[config.mk]
export PLATFORM = sky130hd
export DESIGN_NAME = ref_sel_ctrl
export DESIGN_NICKNAME = d
export VERILOG_FILES = /design/src/rtl/ref_sel_pkg.sv /design/src/rtl/ref_qualifier.sv /design/src/rtl/prio_picker.sv /design/src/rtl/hold_history.sv /design/src/rtl/ref_sel_ctrl.sv
export SDC_FILE = /design/constraint.sdc
export NUM_CORES = 1
export LEC_CHECK = 0
export BUFFER_PORTS_ARGS = -buffer_cell sky130_fd_sc_hd__buf_2
export CORE_MARGIN = 3
export CORE_UTILIZATION = 59
export DETAILED_ROUTE_END_ITERATION = 10
export PLACE_DENSITY = 0.77
export SYNTH_ARGS = -nofsm -noshare
export SYNTH_HDL_FRONTEND = slang
export SYNTH_SLANG_ARGS = --single-unit
[constraint.sdc]
create_clock -name clk -period 15.51 [get_ports clk]
set_input_delay 1.551 -clock clk [delete_from_list [all_inputs] [get_ports clk]]
set_output_delay 1.551 -clock clk [all_outputs]
set_load 0.02 [all_outputs]
[src/rtl/ref_sel_pkg.sv]
// Shared encodings for the reference selection controller.
// Assumes: two-bit mode and source fields at the top-level ports.
package ref_sel_pkg;

    typedef enum logic [1:0] {
        MODE_FREE = 2'd0,
        MODE_LOCK = 2'd1,
        MODE_HOLD = 2'd2
    } op_mode_e;

    localparam logic [1:0] SRC_AUTO = 2'd0;
    localparam logic [1:0] SRC_REG  = 2'd1;
    localparam logic [1:0] SRC_PIN  = 2'd2;
    localparam logic [1:0] SRC_FREE = 2'd3;

endpackage

[src/rtl/ref_qualifier.sv]
// Per-input qualification: counts clean ticks after a fault clears and
// reports the input usable once the count reaches the limit.
// Assumes: fault is synchronous to clk; limit may change at any time.
module ref_qualifier #(
    parameter int QUAL_W = 8
) (
    input  logic              clk,
    input  logic              rst_n,
    input  logic              fault,
    input  logic              tick,
    input  logic [QUAL_W-1:0] limit,
    output logic              ok
);

    logic [QUAL_W-1:0] clean_cnt;

    // Clean-tick counter: cleared by a fault, saturates at the limit.
    always_ff @(posedge clk) begin
        if (!rst_n) begin
            clean_cnt <= '0;
        end else if (fault) begin
            clean_cnt <= '0;
        end else if (tick && (clean_cnt < limit)) begin
            clean_cnt <= clean_cnt + 1'b1;
        end
    end

    // Usable status: a fault withdraws it within the same cycle.
    assign ok = !fault && (clean_cnt >= limit);

endmodule

[src/rtl/prio_picker.sv]
// Combinational best-candidate search over the priority table.
// Assumes: eligibility already excludes disabled (zero) entries;
// a smaller entry wins and an equal entry goes to the lower index.
module prio_picker #(
    parameter int N      = 8,
    parameter int PRIO_W = 4,
    localparam int IDX_W = $clog2(N)
) (
    input  logic [N-1:0]        eligible,
    input  logic [N*PRIO_W-1:0] prio_flat,
    output logic                found,
    output logic [IDX_W-1:0]    best_idx
);

    logic [PRIO_W-1:0] best_p;

    // Linear scan with strict comparison so ties keep the lower index.
    always_comb begin
        found    = 1'b0;
        best_idx = '0;
        best_p   = '1;
        for (int i = 0; i < N; i++) begin
            if (eligible[i] && (!found || (prio_flat[i*PRIO_W +: PRIO_W] < best_p))) begin
                found    = 1'b1;
                best_idx = IDX_W'(i);
                best_p   = prio_flat[i*PRIO_W +: PRIO_W];
            end
        end
    end

endmodule

[src/rtl/hold_history.sv]
// Tracks how long the loop has been locked cleanly, to decide whether
// holdover history is trustworthy.
// Assumes: mode inputs come from the registered operating mode.
module hold_history #(
    parameter int HIST_W = 8
) (
    input  logic              clk,
    input  logic              rst_n,
    input  logic              in_lock,
    input  logic              in_free,
    input  logic              lock_lost,
    input  logic              tick,
    input  logic [HIST_W-1:0] limit,
    output logic              avail
);

    logic [HIST_W-1:0] hist_cnt;

    // History counter: cleared in free-run or on lock loss, counts locked ticks.
    always_ff @(posedge clk) begin
        if (!rst_n) begin
            hist_cnt <= '0;
        end else if (in_free || lock_lost) begin
            hist_cnt <= '0;
        end else if (in_lock && tick && (hist_cnt < limit)) begin
            hist_cnt <= hist_cnt + 1'b1;
        end
    end

    // Availability compares the stored history with the programmed need.
    assign avail = (hist_cnt >= limit);

endmodule

[src/rtl/ref_sel_ctrl.sv]
// Reference selection controller top: qualifies eight inputs, picks the
// active one by priority, mask, revertivity or forced select, and runs
// the free-run / locked / holdover mode with strobe and sticky interrupt.
// Assumes: all inputs synchronous to clk; irq_clr is a one-cycle strobe.
module ref_sel_ctrl
    import ref_sel_pkg::*;
#(
    parameter int N      = 8,
    parameter int PRIO_W = 4,
    parameter int QUAL_W = 8,
    parameter int HIST_W = 8,
    localparam int IDX_W = $clog2(N),
    localparam int SEL_W = IDX_W + 1
) (
    input  logic                clk,
    input  logic                rst_n,
    input  logic [N-1:0]        ref_fault,
    input  logic                lock_lost,
    input  logic                qual_tick,
    input  logic [QUAL_W-1:0]   qual_limit,
    input  logic [HIST_W-1:0]   hold_limit,
    input  logic [N*PRIO_W-1:0] prio_table,
    input  logic [N-1:0]        ref_mask,
    input  logic                revertive,
    input  logic [1:0]          sel_src,
    input  logic [SEL_W-1:0]    man_sel,
    input  logic [SEL_W-1:0]    pin_sel,
    input  logic                irq_clr,
    output logic [IDX_W-1:0]    active_idx,
    output logic [1:0]          op_mode,
    output logic                holdover_avail,
    output logic                switch_stb,
    output logic                irq,
    output logic [N-1:0]        ref_ok
);

    localparam logic [SEL_W-1:0] N_SEL = SEL_W'(N);

    op_mode_e         cur_mode, nxt_mode, fallback;
    logic [IDX_W-1:0] cur_idx, nxt_idx, man_idx, best_idx;
    logic [N-1:0]     eligible;
    logic             any_elig, man_valid, lol_d, set_evt;

    // One qualifier per input, plus the eligibility term.
    for (genvar g = 0; g < N; g++) begin : g_ref
        ref_qualifier #(.QUAL_W(QUAL_W)) qual_i (
            .clk   (clk),
            .rst_n (rst_n),
            .fault (ref_fault[g]),
            .tick  (qual_tick),
            .limit (qual_limit),
            .ok    (ref_ok[g])
        );
        assign eligible[g] = ref_ok[g] && !ref_mask[g] &&
                             (prio_table[g*PRIO_W +: PRIO_W] != '0);
    end

    prio_picker #(.N(N), .PRIO_W(PRIO_W)) pick_i (
        .eligible  (eligible),
        .prio_flat (prio_table),
        .found     (any_elig),
        .best_idx  (best_idx)
    );

    hold_history #(.HIST_W(HIST_W)) hist_i (
        .clk       (clk),
        .rst_n     (rst_n),
        .in_lock   (cur_mode == MODE_LOCK),
        .in_free   (cur_mode == MODE_FREE),
        .lock_lost (lock_lost),
        .tick      (qual_tick),
        .limit     (hold_limit),
        .avail     (holdover_avail)
    );

    // Decode a forced selection from register or pin, rejecting out-of-range values.
    always_comb begin
        man_valid = 1'b0;
        man_idx   = '0;
        if ((sel_src == SRC_REG) && (man_sel < N_SEL)) begin
            man_valid = 1'b1;
            man_idx   = man_sel[IDX_W-1:0];
        end else if ((sel_src == SRC_PIN) && (pin_sel < N_SEL)) begin
            man_valid = 1'b1;
            man_idx   = pin_sel[IDX_W-1:0];
        end
    end

    // Next index and mode from the override source, candidates and history.
    always_comb begin
        nxt_idx  = cur_idx;
        nxt_mode = cur_mode;
        fallback = ((cur_mode != MODE_FREE) && holdover_avail) ? MODE_HOLD : MODE_FREE;
        if (sel_src == SRC_FREE) begin
            nxt_mode = MODE_FREE;
        end else if (man_valid) begin
            nxt_idx  = man_idx;
            nxt_mode = ref_ok[man_idx] ? MODE_LOCK : fallback;
        end else if (any_elig) begin
            if (revertive || !eligible[cur_idx]) begin
                nxt_idx = best_idx;
            end
            nxt_mode = MODE_LOCK;
        end else begin
            nxt_mode = fallback;
        end
    end

    assign set_evt = (nxt_idx != cur_idx) || (lock_lost && !lol_d);

    // State, strobe and sticky interrupt registers.
    always_ff @(posedge clk) begin
        if (!rst_n) begin
            cur_idx    <= '0;
            cur_mode   <= MODE_FREE;
            switch_stb <= 1'b0;
            irq        <= 1'b0;
            lol_d      <= 1'b0;
        end else begin
            cur_idx    <= nxt_idx;
            cur_mode   <= nxt_mode;
            switch_stb <= (nxt_idx != cur_idx);
            lol_d      <= lock_lost;
            if (set_evt) begin
                irq <= 1'b1;
            end else if (irq_clr) begin
                irq <= 1'b0;
            end
        end
    end

    assign active_idx = cur_idx;
    assign op_mode    = cur_mode;

endmodule

# [Yosys cells after proc, flatten, opt, wreduce, memory -nomap -nowiden]
# Index checks and enable logic that the tools add are counted.
[classes] add_sub_neg=9 n_mul=0 div_mod_pow=0 magnitude_cmp=29 n_eq_ne=5 shifts=0 n_mux=40 n_bitwise=1 n_reduce_logical=101
[op_table] operator="$add 8x1->8 const B" count=9
[op_table] operator="$ge 8x8->1" count=9
[op_table] operator="$lt 8x8->1" count=9
[op_table] operator="$logic_and 1x1->1" count=45
[op_table] operator="$reduce_bool 4->1" count=8
[op_table] operator="$mux 3" count=10
[op_table] operator="$lt 4x4->1" count=7
[op_table] operator="$mux 4" count=7
[op_table] operator="$logic_not 1->1" count=25
[op_table] operator="$reduce_or 2->1" count=10
[op_table] operator="$mux 1" count=15
[op_table] operator="$mux 2" count=6
[op_table] operator="$logic_or 1x1->1" count=10
[op_table] operator="$lt 3x4->1 const B" count=2
[op_table] operator="$lt 4x4->1 const B" count=2
[op_table] operator="$bmux 1 s3" count=2
[op_table] operator="$eq 2x1->1 const B" count=2
[op_table] operator="$eq 2x2->1 const B" count=2
[op_table] operator="$reduce_bool 2->1" count=2
[op_table] operator="$ne 3x3->1" count=1
[op_table] operator="$logic_not 2->1" count=1
[op_table] operator="$not 1->1" count=1
[word_totals] ff_bits=80 latchBits=0 ram_bits=0 romBits=0 out_inout_bits=16 elab_cells=199 n_memories=0

# [Depth between registers and ports, before layout]
# Gate-level depths: netlist of run 1.
[logic_depth] depth_word=40 mapped_depth=65

# [Cells and area by module]
# A second synthesis of run 1 with hierarchy kept.
[unflattened] hier_cells=1006 hier_area_um2=7956.4
[modules_own_cells] mod="ref_qualifier" n_inst=8 cells_per_inst=77 area_each_um2=626.9 seq_area_each_um2=160.2
[modules_own_cells] mod="prio_picker" n_inst=1 cells_per_inst=195 area_each_um2=1405.1 seq_area_each_um2=0.0
[modules_own_cells] mod="ref_sel_ctrl" n_inst=1 cells_per_inst=116 area_each_um2=913.4 seq_area_each_um2=160.2
[modules_own_cells] mod="hold_history" n_inst=1 cells_per_inst=79 area_each_um2=623.1 seq_area_each_um2=160.2

# [Worst setup path before layout of run 1]
# No wires, ideal clock.
[synth_timing] path_kind="in2reg" from="input qual_limit[3]" to="register irq" setup_time_ns=0.125 arrival_time_ns=12.031 slack_ns=3.354 stages=60 path_cell_list="inv_1 -> ha_1 -> a21oi_1 -> and2_1 -> a211o_1 -> and2_1 -> buf_2 -> nor2_1 -> ha_1 -> a31oi_1 -> a22oi_1 -> nor2_1 -> nor3_1 -> nor2_1 -> inv_1 -> ha_1 -> nand3_1 -> mux2_2 -> [... 24 more ...] -> ha_1 -> a21oi_1 -> o21ai_0 -> a211oi_2 -> nor3b_2 -> mux2_2 -> ha_1 -> o21ai_0 -> nand2b_1 -> a21oi_1 -> a21oi_1 -> nand2_1 -> nor3_1 -> nand2b_1 -> o311a_1 -> nor3b_1 -> o31ai_1 -> nand3_1"
[synth_between] elab_chain_len=40 elab_cells_between_ends=94 classes_between="order compare: 15; eq/ne: 1; mux: 29; reduce/logical: 49"
[synth_lines] element="start: declaration" line="ref_sel_ctrl.sv:20" rtl="input logic [QUAL_W-1:0] qual_limit,"
[synth_lines] element="$ge 8x8->1" line="ref_qualifier.sv:29" rtl="assign ok = !fault && (clean_cnt >= limit);"
[synth_lines] element="$logic_and 1x1->1" line="ref_qualifier.sv:29"
[synth_lines] element="$logic_and 1x1->1 (2 in series)" line="ref_sel_ctrl.sv:54" rtl="assign eligible[g] = ref_ok[g] && !ref_mask[g] &&"
[synth_lines] element="$mux 4 / $mux 1 (equally long branches)" line="prio_picker.sv:23" rtl="if (eligible[i] && (!found || (prio_flat[i*PRIO_W +: PRIO_W] < best_p))) begin"
[synth_lines] element="$lt 4x4->1 / $logic_not 1->1 (equally long branches)" line="prio_picker.sv:23"
[synth_lines] element="$logic_or 1x1->1" line="prio_picker.sv:23"
[synth_lines] element="$logic_and 1x1->1" line="prio_picker.sv:23"
[synth_lines] element="$mux 4 / $mux 1 (equally long branches)" line="prio_picker.sv:23"
[synth_lines] element="[... 23 more ...]"
[synth_lines] element="$mux 3" line="prio_picker.sv:23"
[synth_lines] element="$mux 3" line="ref_sel_ctrl.sv:100" rtl="if (revertive || !eligible[cur_idx]) begin"
[synth_lines] element="$mux 3 *" line="ref_sel_ctrl.sv:99" rtl="end else if (any_elig) begin"
[synth_lines] element="$mux 3 *" line="ref_sel_ctrl.sv:96" rtl="end else if (man_valid) begin"
[synth_lines] element="$mux 3 *" line="ref_sel_ctrl.sv:94" rtl="if (sel_src == SRC_FREE) begin"
[synth_lines] element="$ne 3x3->1 *" line="ref_sel_ctrl.sv:109" rtl="assign set_evt = (nxt_idx != cur_idx) || (lock_lost && !lol_d);"
[synth_lines] element="$logic_or 1x1->1 *" line="ref_sel_ctrl.sv:109"
[synth_lines] element="$mux 1 / $reduce_bool 2->1 (equally long branches)"
[synth_lines] element="end signal: assignment" line="ref_sel_ctrl.sv:117" rtl="irq <= 1'b0;"
[synth_lines] element="end signal: assignment" line="ref_sel_ctrl.sv:125" rtl="irq <= 1'b1;"
[synth_lines] element="end signal: assignment" line="ref_sel_ctrl.sv:127" rtl="irq <= 1'b0;"
[synth_lines] element="end: declaration" line="ref_sel_ctrl.sv:33" rtl="output logic irq,"
# Mark *: on every way between the ends. The rest lies on a longest branch, timed or not. The select of a mux whose other input is x is not followed.
# A chain may end at the register's enable or synchronous reset.

# [Worst setup path after layout of run 1]
[layout_timing] from="input qual_limit[3]" to="register switch_stb"
[layout_between] elab_chain_len=38 elab_cells_between_ends=91 classes_between="order compare: 15; eq/ne: 1; mux: 28; reduce/logical: 47"
[layout_lines] element="$ge 8x8->1" line="ref_qualifier.sv:29"
[layout_lines] element="$logic_and 1x1->1" line="ref_qualifier.sv:29"
[layout_lines] element="$logic_and 1x1->1 (2 in series)" line="ref_sel_ctrl.sv:54"
[layout_lines] element="$mux 4 / $mux 1 (equally long branches)" line="prio_picker.sv:23"
[layout_lines] element="$lt 4x4->1 / $logic_not 1->1 (equally long branches)" line="prio_picker.sv:23"
[layout_lines] element="$logic_or 1x1->1" line="prio_picker.sv:23"
[layout_lines] element="$logic_and 1x1->1" line="prio_picker.sv:23"
[layout_lines] element="$mux 4 / $mux 1 (equally long branches)" line="prio_picker.sv:23"
[layout_lines] element="[... 21 more ...]"
[layout_lines] element="$logic_or 1x1->1" line="prio_picker.sv:23"
[layout_lines] element="$logic_and 1x1->1" line="prio_picker.sv:23"
[layout_lines] element="$mux 3" line="prio_picker.sv:23"
[layout_lines] element="$mux 3" line="ref_sel_ctrl.sv:100"
[layout_lines] element="$mux 3 *" line="ref_sel_ctrl.sv:99"
[layout_lines] element="$mux 3 *" line="ref_sel_ctrl.sv:96"
[layout_lines] element="$mux 3 *" line="ref_sel_ctrl.sv:94"
[layout_lines] element="$ne 3x3->1 *" line="ref_sel_ctrl.sv:122" rtl="switch_stb <= (nxt_idx != cur_idx);"
[layout_lines] element="end signal: assignment" line="ref_sel_ctrl.sv:122"
[layout_lines] element="end: declaration" line="ref_sel_ctrl.sv:32" rtl="output logic switch_stb,"
# Marked as above.

==> results of run 1 <==
## logic make-up after synthesis
group                    after synthesis
adder cells (fa/ha/maj)               93
flip-flops                            80
multiplexers                          29
AND/OR/NAND/NOR                      352
XOR/XNOR                              60
buffers and inverters                 76
AO/OA/AOI/OAI                        198
## power by group
group	leakage (uW)	internal (uW)	total [uW]	switching, uW
logic	0.00282	30.1	75.2	45.1
clock network	0.000139	117	202	84.9
registers	0.000647	209	212	3.60
total	0.00361	356	490	134
## path summary, 6_finish.rpt
path | startpoint | slack [ns] | endpoint | cells past startpoint
worst max register to register | g_ref[0].qual_i.clean_cnt[1] | 2.85 | switch_stb | 56
worst min-delay path | g_ref[3].qual_i.clean_cnt[7] | 0.50 | g_ref[3].qual_i.clean_cnt[7] | 2
worst max-delay path | qual_limit[3] | 1.64 | switch_stb | 58
worst min register to register | g_ref[3].qual_i.clean_cnt[7] | 0.50 | g_ref[3].qual_i.clean_cnt[7] | 2
## registers in the layout, summed over array words and instances (netlist names)
name,flops
hist_i.hist_cnt,8
irq,1
switch_stb,1
lol_d,1
active_idx,3
g_ref.qual_i.clean_cnt,64
op_mode,2
## per-layer routing
metal  vias up  GRT usage, %  wire, um
met4         0          6.57       246
met1      3148          38.8      8670
met2       219          45.1      8220
met3        24          5.22      1150
li1       3422             -         -
met5         -             0         0
## cell type report
class | instances | share of cell area (%)
Multi-Input combinational cell | 732 | 65.3
Tap cell | 143 | 2.25
Clock buffer | 12 | 3.22
Sequential cell | 80 | 20.1
Clock inverter | 4 | 0.330
Timing Repair Buffer | 99 | 6.35
Inverter | 52 | 2.45
## worst register-to-register path, delay by kind of cell (launching register included)
kind            cells  cell delay, ns
compound gates     18            4.56
fa+ha+maj           8            2.19
buf+inv             3            0.20
flops               1            0.38
mux                 6            1.60
simple gates       21            3.70
## stage by stage
stage                     std cells  util (%)  hold WS (ns)
after floorplan                 888         -         0.462
after global placement         1106      66.1         0.483
after detailed placement       1106      66.1         0.486
after CTS                      1122      68.5         0.496
after global routing           1122      68.5         0.553
final                          1122      68.5         0.496
## cells in the final DEF (no fill, tap or decap), types with 24 or more instances in the layout
cell / instances
dfxtp_1: 80
inv_1: 52
nand4_1: 29
nor2_1: 111
nand3_1: 27
ha_1: 92
buf_2: 95
xor2_1: 42
nand2_1: 59
o21ai_0: 38
a21oi_1: 38
o21a_1: 24
==> key figures, run 1 <==
Outcome
  • Status: finished clean

Clock network
  • CTS Buffer Depth: 2
  • Clock transition at path regs: 0.06 ns
  • Post-CTS setup buffers: 0
  • Htree depth: 3
  • Hold_buf cts: 0
  • Clock network latency to the later pin of the worst-skew pair: 0.35 ns
  • Clock Tree Root: clkbuf_16
  • CTS tree: built
  • CTS resizes: 0
  • CTS sink count: 80
  • Num CTS Buffers: 9

Layout
  • Diode count: 0
  • Fillers: 1009
  • Final net count: 1146
  • Multi-input logic area: 5190 sq um
  • P&R area growth vs syn: 11.7%
  • Layout cells sized above 1: 14.1%
  • Register area: 1600 sq um
  • Final instance area: 7960 sq um

Logic synthesis
  • Synth area leader: dfxtp_1
  • Largest family of logic cells by synthesized area: simple AND/OR/NAND/NOR gates
  • Net Count, Synth: 1060
  • Avg Inst Size Synth: 8.02 sq um
  • Post-synth EDFFs: 0
  • Area contributors post-synth: dfxtp_1, ha_1, nor2_1
  • Mux cell area share after synthesis: 4.37%
  • Post-Synth Simple-Gate Area: 25.4%
  • Mapped Cells: 888
  • Number of distinct library cells after synthesis: 77
  • Ys flop type: dfxtp_1
  • XOR/XNOR share of the synthesized area: 7.38%
  • Synthesized area: 7120 sq um
  • Sequential-to-total area share from yosys stat: 22.5%
  • Register bit total from synthesis: 80
  • Post-synth top cells: nor2_1, ha_1, dfxtp_1, nand2_1, inv_1
  • Top-count cell post-synth: nor2_1
  • Synth async-reset ratio: 0%
  • Yosys warning total: 0
  • Synth top area share: 22.5%
  • Post-Synth Adder-Cell Area: 16.3%
  • Compound-Gate Fraction of Synth Area: 19.4%

Global routing
  • Total track usage: 27.9%
  • Number of global-route vias before repair: 6417
  • Pin count of the biggest net entering global routing: 18
  • First-pass GRT wire length: 30.5 mm
  • Total gr overflow: 0
  • Initial antenna violation count: 0

STA
  • Relative slew slack: 46.5%
  • Final hold vios: 0
  • Fmax: 72.1 MHz
  • Tightest Pin Transition: 0.798 ns
  • Slew Limit Fails: 0
  • Worst Setup Slack, final: 1.64 ns
  • Unrepaired setup endpoints after global routing: false
  • Finish-stage setup viols: 0
  • Tmin final: 13.87 ns
  • Setup TNS: 0 ns
  • Final Skew: 0.0119 ns
  • Fin crit share: 89.4%

Pwr
  • Final total power: 490 uW
  • Leak: 0.00361 uW
  • Peak supply drop: 0.0641 mV
  • Pwr dens: 61.5 nW/um^2

Floorplan
  • Initial Utilization: 61.3%
  • Core ar.: 11600 sq um
  • Die Y: 116 um
  • Boundary Pins: 96
  • Die area: 13400 sq um
  • Count of standard-cell rows: 39
  • Die W: 116 um

Placed design
  • DP Area: 7670 sq um
  • GP Congestion: 0.953
  • DP HPWL: 14.3 mm
  • Place WS: 1.61 ns
  • Port buffer count: 95

Setup path
  • Slowest-stage cell, CP: a2111oi_0
  • Delay of the slowest critical-path stage: 0.68 ns
  • Worst endpoint required time: 15.80 ns
  • CP Capture Type: register
  • CP Max Fanout: 12
  • Critical path class: primary input to register
  • Crit path buf inv count: 5
  • Crit path arrival time: 14.16 ns
  • Most used cell, CP: ha_1
  • Startpoint Class: primary input
  • CP top delay family: compound AO/OA/AOI/OAI gates

Route
  • Post-route ant nets: 0
  • DRT iter0 DRCs: 544
  • Total number of vias: 6813
  • Residual DRC: 0
  • Drt total wl: 18.3 mm
  • DRT Pass-1 Iters: 5
  • Vias per inst: 6.07
  • Drt wl/cell: 16.3 um

Flow run
  • Max-cap violations: 0

Hold path
  • Hold WC Path Type: register to register
Note: power is estimated with default switching activity, not from simulation.
==> run 2: changes to the inputs <==
--- a/config.mk
+++ b/config.mk
@@ -7,9 +7,10 @@
 export LEC_CHECK = 0
 export BUFFER_PORTS_ARGS = -buffer_cell sky130_fd_sc_hd__buf_2
 export CORE_MARGIN = 3
-export CORE_UTILIZATION = 59
+export CORE_UTILIZATION = 60
 export DETAILED_ROUTE_END_ITERATION = 10
-export PLACE_DENSITY = 0.77
+export PLACE_DENSITY = 0.78
 export SYNTH_ARGS = -nofsm -noshare
 export SYNTH_HDL_FRONTEND = slang
+export SYNTH_HIERARCHICAL = 1
 export SYNTH_SLANG_ARGS = --single-unit
==> key figures, run 2 <==
Outcome
  • Status: finished clean

Clock network
  • Clock Tree Root: clkbuf_16
  • CTS tree: built
  • Num CTS Buffers: 9 (unchanged)
  • Post-CTS setup buffers: 0 (unchanged)
  • CTS resizes: 0 (unchanged)
  • CTS sink count: 80 (unchanged)
  • Hold_buf cts: 0 (unchanged)
  • CTS Buffer Depth: 2 (unchanged)
  • Htree depth: 3 (unchanged)
  • Clock transition at path regs: 0.06 ns (about the same)
  • Clock network latency to the later pin of the worst-skew pair: 0.35 ns (about the same)

Logic synthesis
  • Yosys warning total: 6 (+6)
  • Synth area leader: dfxtp_1
  • Avg Inst Size Synth: 7.91 sq um (-1.4%)
  • Register bit total from synthesis: 80 (unchanged)
  • Top-count cell post-synth: inv_1
  • Net Count, Synth: 1178 (+11%)
  • Synth async-reset ratio: 0% (unchanged)
  • Synth top area share: 20.1% (-2.4 points)
  • Post-synth EDFFs: 0 (unchanged)
  • Number of distinct library cells after synthesis: 91 (+18%)
  • Ys flop type: dfxtp_1
  • Synthesized area: 7960 sq um (+12%)
  • Post-synth top cells: inv_1, ha_1, nand2_1, dfxtp_1, a21oi_1
  • Sequential-to-total area share from yosys stat: 20.1% (-2.4 points)
  • Area contributors post-synth: dfxtp_1, ha_1, a21oi_1
  • Mapped Cells: 1006 (+13%)

Layout
  • Fillers: 1081 (+7.1%)
  • P&R area growth vs syn: 11.1%
  • Commonest cells after routing, fill and taps aside: inv_1, buf_2, ha_1, nand2_1, dfxtp_1
  • Commonest non-fill, non-tap cell in the layout: inv_1
  • Max reg flops: 64 (unchanged)
  • Register area: 1600 sq um (unchanged)
  • Layout cells sized above 1: 17.9% (+3.8 points)
  • Final instance area: 8840 sq um (+11%)
  • Diode count: 0 (unchanged)
  • Multi-input logic area: 5860 sq um (+13%)
  • Final net count: 1266 (+10%)
  • Largest Register: g_ref.qual_i/clean_cnt

Setup path
  • CP Max Fanout: 17 (+5)
  • Delay of the slowest critical-path stage: 0.50 ns (-0.18 ns)
  • Startpoint Class: primary input
  • Critical path class: primary input to register
  • CP top delay family: compound AO/OA/AOI/OAI gates
  • Slowest-stage cell, CP: a21oi_2
  • Worst endpoint required time: 15.78 ns (-0.02 ns)
  • Crit path buf inv count: 6 (+1)
  • Crit path arrival time: 14.56 ns (+0.40 ns)
  • Most used cell, CP: ha_1
  • CP Capture Type: register

Floorplan
  • Die Y: 121 um (+4.5%)
  • Die W: 121 um (+4.5%)
  • Initial Utilization: 62.3% (+0.94 points)
  • Core ar.: 12800 sq um (+10%)
  • Die area: 14700 sq um (+9.3%)
  • Boundary Pins: 96 (unchanged)
  • Count of standard-cell rows: 41 (+5.1%)

STA
  • Final Skew: 0.00927 ns (-0.00260 ns)
  • Final hold vios: 0 (unchanged)
  • Unrepaired setup endpoints after global routing: false
  • Relative slew slack: 40.4% (-6.1 points)
  • Tightest Pin Transition: 0.894 ns (+0.0960 ns)
  • Finish-stage setup viols: 0 (unchanged)
  • Setup TNS: 0 ns (unchanged)
  • Fmax: 70.0 MHz (-2.9%)
  • Slew Limit Fails: 0 (unchanged)
  • Fin crit share: 92.1% (+2.7 points)
  • Tmin final: 14.29 ns (+0.412 ns)

Placed design
  • Port buffer count: 95 (unchanged)
  • DP HPWL: 15.7 mm (+9.8%)
  • DP Area: 8520 sq um (+11%)
  • GP Congestion: 0.958 (+0.49%)

Global routing
  • First-pass GRT wire length: 34.3 mm (+12%)
  • Pin count of the biggest net entering global routing: 38 (+20)
  • Total gr overflow: 0 (unchanged)
  • Initial antenna violation count: 0 (unchanged)
  • Number of global-route vias before repair: 7387 (+15%)
  • Total track usage: 28.1% (+0.14 points)

Route
  • Vias per inst: 6.27 (+3.2%)
  • DRT Pass-1 Iters: 8 (+3)
  • Residual DRC: 0 (unchanged)
  • Drt total wl: 20.7 mm (+13%)
  • Drt wl/cell: 16.3 um (about the same)
  • DRT iter0 DRCs: 578 (+6.3%)
  • Total number of vias: 7967 (+17%)
  • Post-route ant nets: 0 (unchanged)

Pwr
  • Leak: 0.00363 uW (+0.43%)
  • Pwr dens: 59.0 nW/um^2 (-4.0%)
  • Peak supply drop: 0.0461 mV (-28%)

Hold path
  • Hold WC Path Type: register to register

Flow run
  • Max-cap violations: 0 (unchanged)
run 2: worst register-to-register path, delay by kind of cell, from the launching register on:
kind            cells  cell delay, ns
xor+xnor            1            0.17
compound gates     23            5.57
buf+inv             4            0.40
flops               1            0.35
fa+ha+maj           8            2.35
simple gates       20            3.34
mux                 3            0.89
run 2: per-stage QoR:
stage          hold slack (ns)  setup WS [ns]  power (uW)  utilization, %  std cells
3_3_place_gp             0.476           1.60         292            66.7       1255
4_1_cts                  0.490           1.41         526            69.2       1271
6_report                 0.490           1.22         522            69.2       1271
3_5_place_dp             0.479           1.11         293            66.7       1255
5_1_grt                  0.507         0.0597         545            69.2       1271
2_1_floorplan            0.456           2.78         261               -       1006
run 2: power by group:
part,switching (uW),internal (uW)
Clock,89.9,142
Combinational,48.5,30.1
Sequential,3.70,208
Total,142,380
run 2: area by class of cell:
type	instances	share of cell area [%]
multi-input combinational	810	66.3
tap	172	2.43
clock buffer	10	2.59
inverter	97	4.12
clock inverter	6	1.03
sequential	80	18.1
timing repair buffer	96	5.46
run 2: path summary, 6_finish.rpt:
check                                    start                            to  slack (ns)  depth (start not counted)
setup / recovery                 qual_limit[1]                    switch_stb        1.22                         61
hold / removal    g_ref[1].qual_i/clean_cnt[7]  g_ref[1].qual_i/clean_cnt[7]        0.49                          2
setup reg to reg  g_ref[0].qual_i/clean_cnt[1]                    switch_stb        2.38                         59
hold reg to reg   g_ref[1].qual_i/clean_cnt[7]  g_ref[1].qual_i/clean_cnt[7]        0.49                          2
run 2: logic make-up (layout without fill, tap and decap cells):
| group | count (synthesis) | after routing | share of synthesized area [%] |
|---|---|---|---|
| AO/OA/AOI/OAI | 296 | 296 | 26.9 |
| flip-flops | 80 | 80 | 20.1 |
| multiplexers | 19 | 19 | 2.67 |
| XOR/XNOR | 9 | 9 | 0.991 |
| AND/OR/NAND/NOR | 389 | 389 | 28.0 |
| adder cells (fa/ha/maj) | 97 | 97 | 15.1 |
| buffers and inverters | 116 | 209 | 6.23 |
run 2: per-layer routing:
layer	part of all wire (%)	up-vias	track usage, %
met5	0	-	0
met4	2.2	0	9.38
met3	7.2	40	4.85
met2	46	292	46.1
met1	44	3636	37.4
li1	-	3999	-
